===== config.mk =====
export PLATFORM = sky130hd
export DESIGN_NAME = pc_stack_unit
export DESIGN_NICKNAME = d
export VERILOG_FILES = /design/src/rtl/pcs_pkg.sv /design/src/rtl/pcs_upper_latch.sv /design/src/rtl/pcs_ret_stack.sv /design/src/rtl/pcs_next_pc.sv /design/src/rtl/pc_stack_unit.sv
export SDC_FILE = /design/constraint.sdc
export NUM_CORES = 1
export LEC_CHECK = 0
export BUFFER_PORTS_ARGS = -buffer_cell sky130_fd_sc_hd__buf_2
export CAP_MARGIN = 10
export CORE_ASPECT_RATIO = 0.8
export CORE_MARGIN = 5
export CORE_UTILIZATION = 52
export DETAILED_ROUTE_END_ITERATION = 10
export PLACE_DENSITY_LB_ADDON = 0.2
export SLEW_MARGIN = 20
export SYNTH_ARGS = -nofsm -noshare
export SYNTH_HDL_FRONTEND = slang
export SYNTH_SLANG_ARGS = --single-unit

===== constraint.sdc =====
create_clock -name clk -period 6 [get_ports clk]
set_clock_uncertainty 0.2 [all_clocks]
set_input_delay 0.9 -clock clk [delete_from_list [all_inputs] [get_ports clk]]
set_output_delay 0.9 -clock clk [all_outputs]
set_load 0.02 [all_outputs]

===== src/rtl/pcs_pkg.sv =====
package pcs_pkg;

    typedef enum logic [2:0] {
        OP_HOLD  = 3'd0,
        OP_STEP  = 3'd1,
        OP_LOWWR = 3'd2,
        OP_JUMP  = 3'd3,
        OP_CALL  = 3'd4,
        OP_IRQ   = 3'd5,
        OP_RET   = 3'd6,
        OP_SPARE = 3'd7
    } op_e;

    typedef struct packed {
        logic push;
        logic pop;
    } stk_ctl_t;

    function automatic stk_ctl_t stack_ctl(input op_e op);
        stk_ctl_t c;
        c.push = (op == OP_CALL) || (op == OP_IRQ);
        c.pop  = (op == OP_RET);
        return c;
    endfunction

endpackage


===== src/rtl/pcs_upper_latch.sv =====
module pcs_upper_latch #(
    parameter int LATCH_W = 5
) (
    input  logic               clk,
    input  logic               rst,
    input  logic               we,
    input  logic [LATCH_W-1:0] din,
    output logic [LATCH_W-1:0] q
);
    always_ff @(posedge clk) begin
        if (rst)     q <= '0;
        else if (we) q <= din;
    end
endmodule


===== src/rtl/pcs_ret_stack.sv =====
module pcs_ret_stack #(
    parameter int W     = 13,
    parameter int DEPTH = 8
) (
    input  logic         clk,
    input  logic         rst,
    input  logic         push,
    input  logic         pop,
    input  logic [W-1:0] push_data,
    output logic [W-1:0] top_data
);
    localparam int PTR_W = (DEPTH > 1) ? $clog2(DEPTH) : 1;
    localparam logic [PTR_W-1:0] LAST = PTR_W'(DEPTH - 1);

    logic [PTR_W-1:0] ptr;
    logic [PTR_W-1:0] ptr_inc;
    logic [PTR_W-1:0] ptr_dec;
    logic [W-1:0]     slot [DEPTH];

    // Explicit modulo so non-power-of-two depths also form a ring
    assign ptr_inc = (ptr == LAST) ? '0 : ptr + PTR_W'(1);
    assign ptr_dec = (ptr == '0) ? LAST : ptr - PTR_W'(1);

    always_ff @(posedge clk) begin
        if (rst)       ptr <= '0;
        else if (push) ptr <= ptr_inc;
        else if (pop)  ptr <= ptr_dec;
    end

    for (genvar i = 0; i < DEPTH; i++) begin : g_slot
        always_ff @(posedge clk) begin
            if (rst)                                slot[i] <= '0;
            else if (push && ptr == PTR_W'(i))      slot[i] <= push_data;
        end
    end

    assign top_data = slot[ptr_dec];
endmodule


===== src/rtl/pcs_next_pc.sv =====
module pcs_next_pc
    import pcs_pkg::*;
#(
    parameter int PC_W    = 13,
    parameter int TGT_W   = 11,
    parameter int BYTE_W  = 8,
    parameter int LATCH_W = 5,
    parameter int IRQ_VEC = 4
) (
    input  op_e                op,
    input  logic [PC_W-1:0]    pc,
    input  logic [LATCH_W-1:0] upper,
    input  logic [BYTE_W-1:0]  wr_byte,
    input  logic [TGT_W-1:0]   target,
    input  logic [PC_W-1:0]    popped,
    output logic [PC_W-1:0]    pc_nxt,
    output logic [PC_W-1:0]    link
);
    localparam int PG_W = PC_W - TGT_W;

    logic [PC_W-1:0] branch_addr;
    logic [PC_W-1:0] byte_addr;

    assign link        = pc + PC_W'(1);
    assign branch_addr = {upper[LATCH_W-1 -: PG_W], target};
    assign byte_addr   = {upper, wr_byte};

    always_comb begin
        unique case (op)
            OP_STEP:       pc_nxt = link;
            OP_LOWWR:      pc_nxt = byte_addr;
            OP_JUMP,
            OP_CALL:       pc_nxt = branch_addr;
            OP_IRQ:        pc_nxt = PC_W'(IRQ_VEC);
            OP_RET:        pc_nxt = popped;
            default:       pc_nxt = pc;
        endcase
    end
endmodule


===== src/rtl/pc_stack_unit.sv =====
module pc_stack_unit
    import pcs_pkg::*;
#(
    parameter int PC_W    = 13,
    parameter int TGT_W   = 11,
    parameter int BYTE_W  = 8,
    parameter int LATCH_W = PC_W - BYTE_W,
    parameter int DEPTH   = 8,
    parameter int IRQ_VEC = 4
) (
    input  logic               clk,
    input  logic               rst,
    input  logic [2:0]         op_code,
    input  logic [BYTE_W-1:0]  wr_byte,
    input  logic [TGT_W-1:0]   target,
    input  logic               latch_we,
    input  logic [LATCH_W-1:0] latch_din,
    output logic [PC_W-1:0]    fetch_addr,
    output logic [BYTE_W-1:0]  pcl_rd
);
    op_e             op;
    stk_ctl_t        ctl;
    logic [PC_W-1:0] pc_q, pc_nxt, link, popped;
    logic [LATCH_W-1:0] upper;

    assign op  = op_e'(op_code);
    assign ctl = stack_ctl(op);

    pcs_upper_latch #(.LATCH_W(LATCH_W)) u_latch (
        .clk(clk), .rst(rst), .we(latch_we), .din(latch_din), .q(upper)
    );

    pcs_ret_stack #(.W(PC_W), .DEPTH(DEPTH)) u_stack (
        .clk(clk), .rst(rst), .push(ctl.push), .pop(ctl.pop),
        .push_data(link), .top_data(popped)
    );

    pcs_next_pc #(
        .PC_W(PC_W), .TGT_W(TGT_W), .BYTE_W(BYTE_W),
        .LATCH_W(LATCH_W), .IRQ_VEC(IRQ_VEC)
    ) u_next (
        .op(op), .pc(pc_q), .upper(upper), .wr_byte(wr_byte),
        .target(target), .popped(popped), .pc_nxt(pc_nxt), .link(link)
    );

    always_ff @(posedge clk) begin
        if (rst) pc_q <= '0;
        else     pc_q <= pc_nxt;
    end

    assign fetch_addr = pc_q;
    assign pcl_rd     = pc_q[BYTE_W-1:0];
endmodule


== Word-level counts from Yosys, hierarchy flattened ==
Memories as Yosys holds them, arrays and structs flattened.
Index checks and enable logic that the tools add are counted.
Storage, ports and cells
  register bits after elaboration: 21
  memory bits (writable): 104
  memories: 1
Cells by class
  $add $sub $neg: 3
  equality and inequality tests: 13
  muxes and demuxes: 39
  bitwise operators: 8
  reduce and logical (&&, ||, !) cells: 13
Memories
  u_stack.slot: depth 8, width 13, rd ports 1, clocked after memory_dff 0, write ports 8, line pcs_ret_stack.sv:18  | logic [W-1:0] slot [DEPTH];
Operators by type and width (count)
  13-bit 2-to-1 mux: 8
  13-bit case mux with 5 select lines: 1
  1-bit 2-to-1 mux: 26
  3-bit == test, second input constant: 7
  13-bit by 1-bit adder with 13-bit output, second input constant: 1
  3-bit by 2-bit == test with 1-bit output, second input constant: 4
  3-bit 2-to-1 mux: 4
  1-bit logical AND: 8
  1-bit bitwise OR: 8
  3-bit by 1-bit == test with 1-bit output, second input constant: 2
  5-bit nonzero test: 1
  3-bit by 1-bit adder with 3-bit output, second input constant: 1
  3-bit zero test: 1
  3-bit by 1-bit subtractor with 3-bit output, second input constant: 1
  2-bit nonzero test: 1
  2-bit OR reduction: 1
  1-bit logical OR: 1

== Logic depth before layout (Yosys ltp) ==
  depth in word-level cells: 7
  mapped depth: 9
  depth with buffers taken out: 7

== Modules after synthesis ==
A second synthesis with hierarchy kept.
Unflattened totals
  cells, all modules: 616
  area, all modules: 7083.0 um2
By module, submodules not included
  pcs_ret_stack: times used 1, cells each 413, area an instance 5356.4 um2
  pcs_next_pc: times used 1, cells each 150, area an instance 1076.0 um2
  pc_stack_unit: times used 1, cells each 37, area an instance 470.5 um2
  pcs_upper_latch: times used 1, cells each 16, area an instance 180.2 um2

== Least setup slack after synthesis ==
OpenSTA, ideal clock, no wires.
  path kind: input to register
  from: input port op_code[0]
  to: register pc_q[11], in the netlist fetch_addr[11]
  library setup time: 0.088 ns
  arrival: 2.107 ns
  required time: 5.712 ns
  slack: 3.605 ns
  cell stages on the path: 7
  buffers on the path: 2
  cells stage by stage: buf_2 -> inv_2 -> nand3_1 -> a211oi_1 -> buf_2 -> nand2_1 -> a311oi_2
Between the ends
  word-level cells in the longest chain between the ends: 3
  elaborated cells between the ends (all ways): 9
  those cells by class: 6 x eq/ne; 1 x mux; 2 x reduce/logical
Ends and longest elaborated chain
  start: declaration: line pc_stack_unit.sv:13  | input logic [2:0] op_code,
  3-bit == test / 3-bit by 2-bit == test with 1-bit output (equally long branches): line pcs_next_pc.sv:29  | unique case (op)
  2-bit OR reduction: line pcs_next_pc.sv:29
  13-bit case mux with 5 select lines / 5-bit nonzero test (equally long branches)
  end signal: assignment: line pc_stack_unit.sv:48  | else pc_q <= pc_nxt;
  end: declaration: line pc_stack_unit.sv:23  | logic [PC_W-1:0] pc_q, pc_nxt, link, popped;
Parallel ways exist; a longest one is shown, timed or not.
A chain may end at the register's enable or synchronous reset.

== Final worst setup path ==
  from: register u_stack.ptr[0]
  to: register pc_q[9], in the netlist fetch_addr[9]
Between the ends
  word-level cells in the longest chain between the ends: 4
  elaborated cells between the ends (all ways): 5
  those cells by class: 1 x add/sub; 2 x mux; 1 x reduce/logical; 1 x memory
Ends and longest elaborated chain
  start: declaration: line pcs_ret_stack.sv:15  | logic [PTR_W-1:0] ptr;
  start signal: assignment: line pcs_ret_stack.sv:26  | else if (push) ptr <= ptr_inc;
  start signal: assignment: line pcs_ret_stack.sv:27  | else if (pop) ptr <= ptr_dec;
  3-bit by 1-bit subtractor with 3-bit output / 3-bit zero test (equally long branches): line pcs_ret_stack.sv:22  | assign ptr_dec = (ptr == '0) ? LAST : ptr - PTR_W'(1);
  3-bit 2-to-1 mux *: line pcs_ret_stack.sv:22
  memory 8 x 13 bit *
  13-bit case mux with 5 select lines *: line pcs_next_pc.sv:29
Mark *: on every way between the ends. The rest lies on a longest branch, timed or not.

==> impl_summary.log <==
INFO  metric p_leak = around 2.6 nW
INFO  metric path_class = reg -> reg
INFO  metric totalNegativeSetupSlack = 0 ps
INFO  metric setup.worst_path.end_class = register
INFO  metric ir_drop = 0.201 mV
INFO  metric most_numerous_cell_in_the_yosys_netlist = sky130_fd_sc_hd__nor2_1
INFO  metric gr-total-overflow = 0
INFO  metric finalNetCount = around 590
INFO  metric drt_first_iter_violations = 534
INFO  metric post_cts_resize_count = 0
INFO  metric timing.reg2reg.setup_slack = 2830 ps
INFO  metric avgRoutedWirePerCell = roughly 23 µm
INFO  metric grt_setup_unrepaired = no
INFO  metric hold_class = reg -> reg
INFO  metric worst_slack = roughly 2800 ps
INFO  metric min_period = ~3200 ps
INFO  metric logic_gate_share_of_total_power = 11.7%
INFO  metric netSwitchingPower = around 0.61 mW
INFO  metric synth_async_sr_flop_share = 0%
INFO  metric clockPowerShare = a little under half
INFO  metric cell_types_with_the_largest_area_share_after_synthesis = sky130_fd_sc_hd__edfxtp_1 (51%), sky130_fd_sc_hd__mux4_2 (9.6%), sky130_fd_sc_hd__nor2_1 (9.5%)
INFO  metric groute.usage.overall = about a quarter
INFO  metric grt_antenna_before_repair = 0
INFO  metric routed_wl = around 16 mm
INFO  metric worst_r2r_endpoint = fetch_addr[9]$_SDFFE_PP0P_
INFO  metric synthTopCellsByCount = sky130_fd_sc_hd__nor2_1 (154), sky130_fd_sc_hd__edfxtp_1 (104), sky130_fd_sc_hd__nand2_1 (33)
INFO  metric setup.worst_path.start_class = register
INFO  metric power_frac_seq = a little over two fifths
INFO  metric slew_violations = 0
INFO  metric hold_buffers = 0
INFO  metric gp_congestion = about 1.0
INFO  metric clock-sinks = approximately 130
INFO  metric synthFlopType = sky130_fd_sc_hd__edfxtp_1
INFO  metric io_pins = 51
INFO  metric min_from = u_latch.q[2]$_SDFFE_PP0P_
INFO  metric wire_length_of_the_first_global_routing_pass = 24.9 mm
INFO  metric largest_net_degree_at_the_start_of_global_routing = 31
INFO  metric worstMarginPinSlew = 1160 ps
INFO  metric max_cap_check_violation_count = 0
INFO  metric die_h = between 100 and 150 µm
INFO  metric cts.htree.levels = 4
INFO  metric clkTransAtPathRegs = 60 ps
INFO  metric cts_setup_buffers = 0
INFO  metric longest_individual_stage_delay_on_the_worst_path = 960 ps
INFO  metric power.density_cell_area = 337 nW/µm²
INFO  metric postSynthCellCount = ~510
INFO  metric synth_largest_area_cell = sky130_fd_sc_hd__edfxtp_1
INFO  metric run_status = finished clean
INFO  metric detailedPlace.worstSlack = 2570 ps
INFO  metric switching_portion_of_total_power = between 20% and 30%
INFO  metric drt-pass1-iter-count = 5
INFO  metric tritoncts = built
INFO  metric initial_core_util = a little over half
INFO  metric timing.reg2reg.worst_path_depth = 5
INFO  metric floorplan.rows = 35
INFO  metric synth_seq_cells = around 130
INFO  metric finalSetupViolations = 0
INFO  metric timing.critical_path.cells = inv_1, ha_2, mux4_2, a221oi_1, a311oi_1
INFO  metric synth_largest_type_area_fraction = between 50% and 60%
INFO  metric synthesis.area_per_instance = 11.8 µm²
INFO  metric worst_skew_pair.late_latency = between 400 and 500 ps
INFO  metric regToRegStartpoint = u_stack.ptr[0]$_SDFFE_PP0P_
INFO  metric dr_total_vias = about 4400
INFO  metric synthesis.yosys.warnings = 0
INFO  metric arrival_time_reported_for_the_critical_path_endpoint = roughly 3200 ps
INFO  metric internal-power = between 1.5 and 2 mW
INFO  metric hold_depth = 2
INFO  metric crit_path_start = u_stack.ptr[0]$_SDFFE_PP0P_
INFO  metric fmax = 315 MHz
INFO  metric synth.net_count = about 550
INFO  metric final.period_utilization = 52.9%
INFO  metric synth-seq-area-share = ~58%
INFO  metric post_synthesis_cell_type_count = 48
INFO  metric cts-buffers-inserted = 17
INFO  metric crit_required = roughly 6000 ps
INFO  metric vias_per_cell = between 6 and 7
INFO  metric synthToLayoutAreaGrowth = 14.9%
INFO  metric mappedNetlistArea = ~6100 µm²
INFO  metric die_x = ~130 µm
INFO  metric antenna-diode-count = 0
INFO  metric crit_path_max_fanout = 28
INFO  metric worst_hold_path.endpoint = u_latch.q[2]$_SDFFE_PP0P_
INFO  metric max-slew-margin-rel = a little over a fifth
INFO  metric cts_root_buffer = sky130_fd_sc_hd__clkbuf_16
INFO  metric finalHoldViolCount = 0
INFO  metric synth_enable_flop_cells = around 100
INFO  metric design.die.area = around 14000 µm²
INFO  metric drc = 0
INFO  metric fin_hold_ws = between 300 and 400 ps
INFO  metric crit_path_top_delay_cell = sky130_fd_sc_hd__ha_2
INFO  metric layout_cell_share_with_drive_strength_beyond_1 = between 20% and 30%
INFO  metric antenna_left = 0
INFO  metric ctsLongestPathBuffers = 2
INFO  metric design.core.area = 11500 µm²
INFO  metric count_of_buffers_from_port_buffering = 50
INFO  metric dpl.hpwl = 11.3 mm
INFO  metric via_count_of_the_first_global_routing_pass = 4175
power by group through the flow:
stage,logic [mW],registers (mW),clock network (mW)
2_1_floorplan,0.184,1.03,0
3_3_place_gp,0.268,1.03,0
3_5_place_dp,0.270,1.03,0
4_1_cts,0.272,1.01,1.07
5_1_grt,0.294,1.02,1.11
6_report,0.276,1.02,1.06
registers in the layout, indices dropped and copies added (netlist names):
signal,count
u_stack.slot,104
fetch_addr,13
u_latch.q,5
u_stack.ptr,3
worst max path at each step:
stage                                            end  slack [ps]  cells after the start
floorplan                fetch_addr[11]$_SDFFE_PP0P_        3600                      7
global placement    u_stack.slot[7][3]$_SDFFCE_PN0P_        2650                      4
finish                    fetch_addr[9]$_SDFFE_PP0P_        2830                      5
CTS                       fetch_addr[8]$_SDFFE_PP0P_        2800                      5
global route              fetch_addr[9]$_SDFFE_PP0P_        2620                      5
detailed placement  u_stack.slot[7][3]$_SDFFCE_PN0P_        2570                      4
stage by stage:
step           cells  area (µm²)  power (mW)  utilization [%]
6_report         709        6980        2.35             60.8
3_3_place_gp     677        6350        1.30             55.4
2_1_floorplan    513        6070        1.21                -
4_1_cts          709        6960        2.35             60.7
3_5_place_dp     677        6350        1.30             55.4
5_1_grt          709        6980        2.42             60.8
worst max-delay path: cells and delay by family (launching register included):
kind / cells / cell delay, ps
compound gates: 2 / 640
fa+ha+maj: 1 / 960
buf+inv: 1 / 130
flops: 1 / 440
mux: 1 / 650
layout by cell type, fill, tap and decap left out, types with 7 or more instances in the layout:
master,Yosys,final
sky130_fd_sc_hd__a21oi_1,16,16
sky130_fd_sc_hd__a221oi_1,7,7
sky130_fd_sc_hd__a311oi_1,8,8
sky130_fd_sc_hd__buf_2,9,50
sky130_fd_sc_hd__clkbuf_16,0,17
sky130_fd_sc_hd__dfxtp_1,21,21
sky130_fd_sc_hd__edfxtp_1,104,104
sky130_fd_sc_hd__ha_1,8,7
sky130_fd_sc_hd__inv_1,7,7
sky130_fd_sc_hd__mux4_2,26,26
sky130_fd_sc_hd__nand2_1,33,33
sky130_fd_sc_hd__nand2b_1,8,8
sky130_fd_sc_hd__nor2_1,154,154
sky130_fd_sc_hd__nor3_1,10,10
routing by layer:
layer | track usage (%) | wire length [µm] | vias up
li1 | - | - | 1932
met1 | 35.3 | 6960 | 2145
met2 | 35.7 | 6980 | 283
met3 | 6.97 | 1960 | 31
met4 | 8.88 | 442 | 0
met5 | 0 | 0 | -
kinds of logic after synthesis:
| family | after synthesis | share of synthesized area, % |
|---|---|---|
| AO/OA/AOI/OAI | 66 | 8.10 |
| AND/OR/NAND/NOR | 224 | 15.9 |
| buffers and inverters | 48 | 3.83 |
| XOR/XNOR | 11 | 1.71 |
| adder cells (fa/ha/maj) | 8 | 1.65 |
| flip-flops | 125 | 58.3 |
| multiplexers | 31 | 10.5 |
layout make-up:
| type | count | area, µm² |
|---|---|---|
| Fill cell | 904 | 4490 |
| Sequential cell | 125 | 3540 |
| Multi-Input combinational cell | 340 | 2320 |
| Clock buffer | 17 | 425 |
| Timing Repair Buffer | 56 | 295 |
| Tap cell | 148 | 185 |
| Clock inverter | 15 | 184 |
| Inverter | 8 | 30.0 |
(Power assumes the default switching activity.)
